## src/rtl/hacc_pkg.sv

```systemverilog
package hacc_pkg;
  typedef struct packed {
    logic clear;
    logic load;
  } hacc_strobe_t;
endpackage

```

## src/rtl/hacc_codec.sv

```systemverilog
// Per-group transcoder: ENCODE=1 maps binary to group-Gray, ENCODE=0 the reverse.
module hacc_codec #(
  parameter int DATA_W  = 16,
  parameter int GROUP_W = 2,
  parameter bit ENCODE  = 1'b1
) (
  input  logic [DATA_W-1:0] din,
  output logic [DATA_W-1:0] dout
);
  localparam int NUM_GROUPS = DATA_W / GROUP_W;

  for (genvar g = 0; g < NUM_GROUPS; g++) begin : gGroup
    localparam int BASE = g * GROUP_W;
    if (ENCODE) begin : gEnc
      always_comb begin
        dout[BASE+GROUP_W-1] = din[BASE+GROUP_W-1];
        for (int j = 0; j < GROUP_W-1; j++)
          dout[BASE+j] = din[BASE+j] ^ din[BASE+j+1];
      end
    end else begin : gDec
      always_comb begin
        logic running;
        running = 1'b0;
        for (int j = GROUP_W-1; j >= 0; j--) begin
          running = running ^ din[BASE+j];
          dout[BASE+j] = running;
        end
      end
    end
  end
endmodule

```

## src/rtl/hacc_ctrl.sv

```systemverilog
module hacc_ctrl
  import hacc_pkg::*;
(
  input  logic         rst,
  input  logic         inValid,
  output hacc_strobe_t stb
);
  always_comb begin
    stb.clear = rst;
    stb.load  = inValid & ~rst;
  end
endmodule

```

## src/rtl/hacc_datapath.sv

```systemverilog
module hacc_datapath
  import hacc_pkg::*;
#(
  parameter int DATA_W  = 16,
  parameter int GROUP_W = 2
) (
  input  logic              clk,
  input  hacc_strobe_t      stb,
  input  logic [DATA_W-1:0] inData,
  output logic [DATA_W-1:0] accOut,
  output logic              ovfSticky
);
  logic [DATA_W-1:0] accReg, inBin, accBin, sumBin, sumHyb;
  logic              carryOut;

  hacc_codec #(.DATA_W(DATA_W), .GROUP_W(GROUP_W), .ENCODE(1'b0)) decIn_i (
    .din(inData), .dout(inBin));
  hacc_codec #(.DATA_W(DATA_W), .GROUP_W(GROUP_W), .ENCODE(1'b0)) decAcc_i (
    .din(accReg), .dout(accBin));

  always_comb begin
    {carryOut, sumBin} = {1'b0, accBin} + {1'b0, inBin};
  end

  hacc_codec #(.DATA_W(DATA_W), .GROUP_W(GROUP_W), .ENCODE(1'b1)) encSum_i (
    .din(sumBin), .dout(sumHyb));

  always_ff @(posedge clk) begin
    if (stb.clear) begin
      accReg    <= '0;
      ovfSticky <= 1'b0;
    end else if (stb.load) begin
      accReg    <= sumHyb;
      ovfSticky <= ovfSticky | carryOut;
    end
  end

  assign accOut = accReg;
endmodule

```

## src/rtl/hacc_top.sv

```systemverilog
module hacc_top
  import hacc_pkg::*;
#(
  parameter int DATA_W  = 16,
  parameter int GROUP_W = 2
) (
  input  logic              clk,
  input  logic              rst,
  input  logic              inValid,
  input  logic [DATA_W-1:0] inData,
  output logic [DATA_W-1:0] accOut,
  output logic              ovfSticky
);
  hacc_strobe_t stb;

  hacc_ctrl ctrl_i (.rst(rst), .inValid(inValid), .stb(stb));

  hacc_datapath #(.DATA_W(DATA_W), .GROUP_W(GROUP_W)) dp_i (
    .clk(clk), .stb(stb), .inData(inData), .accOut(accOut), .ovfSticky(ovfSticky));
endmodule

```

## config.mk

```make
export PLATFORM = sky130hd
export DESIGN_NAME = hacc_top
export DESIGN_NICKNAME = d
export VERILOG_FILES = /design/src/rtl/hacc_pkg.sv /design/src/rtl/hacc_codec.sv /design/src/rtl/hacc_ctrl.sv /design/src/rtl/hacc_datapath.sv /design/src/rtl/hacc_top.sv
export SDC_FILE = /design/constraint.sdc
export NUM_CORES = 1
export LEC_CHECK = 0
export BUFFER_PORTS_ARGS = -buffer_cell sky130_fd_sc_hd__buf_2
export CORE_MARGIN = 2
export CORE_UTILIZATION = 45
export DETAILED_ROUTE_END_ITERATION = 7
export GPL_TIMING_DRIVEN = 0
export PLACE_DENSITY = 0.73
export SYNTH_ARGS = -nofsm -noshare
export SYNTH_HDL_FRONTEND = slang
export SYNTH_SLANG_ARGS = --single-unit
```

## constraint.sdc

```tcl
create_clock -name clk -period 2.4 [get_ports clk]
set_input_delay 0 -clock clk [delete_from_list [all_inputs] [get_ports clk]]
set_output_delay 0 -clock clk [all_outputs]
set_load 0.005 [all_outputs]
```

After elaboration in Yosys (flattened, before gate mapping)
Index checks and enable logic that the tools add are counted.

Register bits: 17. Input bits: 19. Logic and storage cells: 30.

$add $sub $neg: 1. Bitwise gates (word level): 27.

Operator list (number): $xor A1 B1 Y1 (24); $add A16 B16 Y17 (1); $and A1 B1 Y1 (1); $not A1 Y1 (1); $or A1 B1 Y1 (1).

Longest topological paths before layout
Depth after elaboration: 3. Mapped depth: 11.

Cells and area by module
From an unflattened synthesis, not the netlist that was laid out.

Cells, all modules: 214. Area, all modules: 1835.5 sq um.

Modules (own cells, without submodules): hacc_datapath (instances 1, cells each 148, area an instance 1303.8 sq um, seq. area each 340.3 sq um); hacc_codec at dp_i.decAcc_i ... (instances 2, cells each 24, area an instance 190.2 sq um, seq. area each 0.0 sq um); hacc_codec at dp_i.encSum_i (instances 1, cells each 16, area an instance 130.1 sq um, seq. area each 0.0 sq um); hacc_ctrl (instances 1, cells each 2, area an instance 21.3 sq um, seq. area each 0.0 sq um).

Least setup slack after synthesis
Ideal clock, no wire load.

Path type: reg-to-reg. Start point: register dp_i.accReg[9], in the netlist dp_i.accOut[9]. End point: register dp_i.accReg[12], in the netlist dp_i.accOut[12]. Setup time: 0.116 ns. Arrival time: 2.333 ns. Slack: -0.049 ns. Cell stages (with the launch flop): 9. Buffers on the path: 0. Clock period less this slack: 2.449 ns. Path through: dfxtp_1 xor2_1 ha_1 and3_1 a31oi_1 nand2_1 or4_4 a311o_1 o211a_1.

Longest elaborated chain between the ends: 3.

RTL lines: from (decl) (line hacc_datapath.sv:13) `logic [DATA_W-1:0] accReg, inBin, accBin, sumBin, sumHyb;`; from (signal assigned) (line hacc_datapath.sv:33) `accReg <= sumHyb;`; $xor A1 B1 Y1 (line hacc_codec.sv:25) `running = running ^ din[BASE+j];`; $add A16 B16 Y17 (*) (line hacc_datapath.sv:22) `{carryOut, sumBin} = {1'b0, accBin} + {1'b0, inBin};`; $xor A1 B1 Y1 (*) (line hacc_codec.sv:18) `dout[BASE+j] = din[BASE+j] ^ din[BASE+j+1];`.

Mark *: on every way between the ends. The rest lies on a longest branch, timed or not. A chain may end at the register's enable or synchronous reset.

Final worst setup path
Start point: register dp_i.accReg[1], in the netlist dp_i.accOut[1]. End point: register dp_i.accReg[10], in the netlist dp_i.accOut[10].

The elaborated chain is that of the path after synthesis.

==> summary.md <==
| Metric | Value |
|---|---|
| Synth warn | `0` |
| Maximum VDD drop | `~0.80 mV` |
| Sequential fraction of the synthesis area | `around a fifth` |
| Total placed instance area | `1880 um2` |
| Core Rows | `21` |
| Final Setup Violations | `4` |
| Setup Crit Path Kind | `flip-flop to flip-flop` |
| Starting Density | `about half` |
| Hold Fails Final Rpt | `0` |
| Die height | `between 60 and 70 um` |
| Status | `complete, but fails checks` |
| Die W | `between 60 and 70 um` |
| Die area | `between 4000 and 5000 um2` |
| Synth Net Count | `229` |
| DR WL/cell | `approximately 15 um` |
| Commonest non-fill, non-tap cell in the layout | `buf_2` |
| Worst reg2reg setup slack | `-0.12 ns` |
| Fin area | `2140 um2` |
| Layout net count | `between 200 and 300` |
| XOR/XNOR share of the synthesized area | `about 16%` |
| Port-buffer cells | `34` |
| Worst min-delay path class | `input pin to flip-flop` |
| Critical Path Fanout Max | `3` |
| Vias | `around 1.6k` |
| Clock Tree Root | `clkbuf_4` |
| Req. time, crit path | `2.63 ns` |
| Seq. cell area | `between 300 and 400 um2` |
| Core outline area | `about 3400 um2` |
| Count of antenna-violating nets left after detailed routing | `0` |
| Final WL | `4.23 mm` |
| Worst-Skew Late Latency | `approximately 0.30 ns` |
| Mux cell area share after synthesis | `between 1 and 1.5%` |
| Pwr dens | `about 1300 nW/um2` |
| Achievable Freq | `approximately 400 MHz` |
| Worst R2R Start | `dp_i.accOut[1]` |
| CP startpoint kind | `flip-flop` |
| Simple-gate portion of the synthesized area | `18.1%` |
| P_leak | `just over 1 nW` |
| RSZ-0062 raised after global routing | `true` |
| Slew headroom | `between 60% and 70%` |
| Reg2reg path depth | `12` |
| Overall power | `2.86 mW` |
| Gr ovfl total | `0` |
| CTS tree | `done` |
| Hold_ws | `a little under 0.07 ns` |
| Global-route wire length before repair | `about 6.6 mm` |
| Fin crit share | `105%` |
| Total track usage | `19.9%` |
| DRC | `0` |
| Cells on Worst Hold Path | `3` |
| Ys async rst share | `0%` |
| Commonest cells after routing, fill and taps aside | `34 x buf_2, 20 x nor2_1, 17 x xor2_1` |
| Layout area overhead | `30.2%` |
| Antenna fix cells | `0` |
| Hold Path Sink | `dp_i.accOut[14]` |
| WP data arrival | `~2.8 ns` |
| CTS Buffer Depth | `2` |
| R2R Path End | `dp_i.accOut[10]` |
| Synth cell types | `50` |
| Min-delay src | `inValid` |
| Post-detail-place hpwl | `around 2.9 mm` |
| Htree depth | `1` |
| Fill cell count | `about 300` |
| RD Place Congestion | `around 0.91` |
| Synth Cell Area | `between 1500 and 2000 um2` |
| Layout cells sized above 1 | `a little under two fifths` |
| Clock period minus final worst setup slack | `roughly 2.5 ns` |
| DRT Pass-1 Iters | `4` |
| Fin util | `between 60% and 70%` |
| Max-slew violation count | `0` |
| Worst-path clk slew | `~0.12 ns` |
| Yosys reg bits | `17` |
| Post-Synth Adder-Cell Area | `between 10% and 20%` |
| Synth Area in Compound Gates | `approximately 27%` |
| Mapped Cells | `a little under 200` |
| Largest net degree at the start of global routing | `11` |
| Post-synth EDFFs | `0` |
| Multi-input gate area | `1350 um2` |
| Failing checks | `setup timing` |
| Vias in the first global route | `1,458` |
| Worst setup margin | `-0.116 ns` |
| Maxcap violations | `0` |
| Crit end category | `flip-flop` |
| Vias per cell | `around 5.6` |
| CTS Sinks | `17` |
| IO Count | `36` |
| Main combinational cell family by area after synthesis | `compound AO/OA/AOI/OAI gates` |
| CTS buffer count | `3` |
| Average cell area after synthesis | `~8.5 um2` |
| Top_reg_cell synth | `dfxtp_1` |
| Clock Skews | `approximately 0.0033 ns` |
| Slew of the pin with the lowest slew margin | `approximately 0.54 ns` |
| Number of antenna violations at the first check in global routing | `0` |
| DR iter-0 viols | `45` |
[final cells by class]
type / count / area share, %
plain buffers: 4 / 2.22
flip-flops and latches: 17 / 16.6
inverters: 5 / 0.876
clock inverters: 1 / 0.234
clock buffers: 3 / 1.05
multi-input cells: 167 / 63.2
repair buffers: 48 / 13.1
well taps: 46 / 2.69
[cell usage after synthesis (2+ instances only)]
library cell / instances / area share [%]
clkbuf_8: 2 / 1.7
and3_1: 2 / 0.76
xnor2_1: 7 / 3.7
a211oi_1: 6 / 2.7
a311o_1: 2 / 1.2
a21oi_1: 15 / 4.6
o21a_1: 5 / 2.3
nand4_1: 2 / 0.76
nand2b_1: 3 / 1.1
o21ai_0: 9 / 2.7
ha_1: 16 / 12
nand2_1: 10 / 2.3
or3_1: 3 / 1.1
inv_1: 4 / 0.91
nor2_1: 20 / 4.6
nor3_1: 2 / 0.61
nor3b_1: 3 / 1.4
xor2_1: 20 / 11
nor2b_1: 3 / 1.1
a21o_1: 6 / 2.7
mux2i_1: 2 / 1.2
nand3_1: 6 / 1.8
dfxtp_1: 17 / 21
a21o_2: 2 / 1.1
[kinds of logic (layout without fill, tap and decap cells)]
logic type | after synthesis | in the layout
DFF | 17 | 17
buffers and inverters | 9 | 61
muxes | 2 | 2
adders and majority gates | 17 | 17
and+or+nand+nor | 59 | 59
xor gates and xnor gates | 28 | 28
AOI/OAI and AO/OA | 61 | 61
[registers in the layout (all words and copies together), names as in the netlist]
name            cells
dp_i.ovfSticky      1
dp_i.accOut        16
[worst max-delay path by stage]
| stage | start | end | slack, ns | cells after the start |
|---|---|---|---|---|
| after CTS | dp_i.accOut[1] | dp_i.accOut[12] | -0.05 | 11 |
| after floorplan | dp_i.accOut[9] | dp_i.accOut[12] | 0.008 | 8 |
| after detailed placement | dp_i.accOut[1] | dp_i.accOut[14] | -0.28 | 11 |
| final | dp_i.accOut[1] | dp_i.accOut[10] | -0.12 | 12 |
| after global routing | dp_i.accOut[1] | dp_i.accOut[10] | -0.21 | 12 |
| after global placement | dp_i.accOut[1] | dp_i.accOut[14] | -0.25 | 11 |
[routing by layer]
layer	track usage, %	wire, um	vias to the layer above
met4	5.59	111	0
met5	0	0	-
li1	-	-	816
met1	27.3	2040	768
met3	1.56	87	10
met2	33.5	1990	38
[power breakdown]
group	internal (mW)	total [mW]	switching (mW)
logic	1.09	2.17	1.08
clock network	0.0621	0.172	0.109
registers	0.400	0.517	0.117
total	1.55	2.86	1.31
[through the flow]
| step | setup slack [ns] | instances | TNS [ns] |
|---|---|---|---|
| floorplan | 0.00833 | 193 | 0 |
| global placement | -0.246 | 273 | -0.794 |
| detailed placement | -0.277 | 273 | -0.963 |
| CTS | -0.0453 | 283 | -0.124 |
| global route | -0.215 | 291 | -0.960 |
| finish | -0.116 | 291 | -0.281 |
[what timing repair did]
action                                 4_1_cts  5_1_grt
endpoints found under the hold margin        4        0
buffers inserted                             5        8
setup endpoints to repair                    5        8
pin swaps                                   11       14
cloned                                       0        0
resized for setup                           23       15
hold buffers                                 1        0
[worst max-delay path: stages, from the launching register on]
cell	delay, ns
dfxtp_4	0.38
xor2_2	0.17
ha_2	0.20
inv_2	0.06
fa_2	0.21
nor2b_2	0.05
o31a_1	0.27
buf_6	0.14
or2_1	0.23
a41oi_2	0.15
xor2_1	0.17
xnor3_1	0.25
a211oi_2	0.17
No activity file was read; power rests on OpenSTA's default activity.
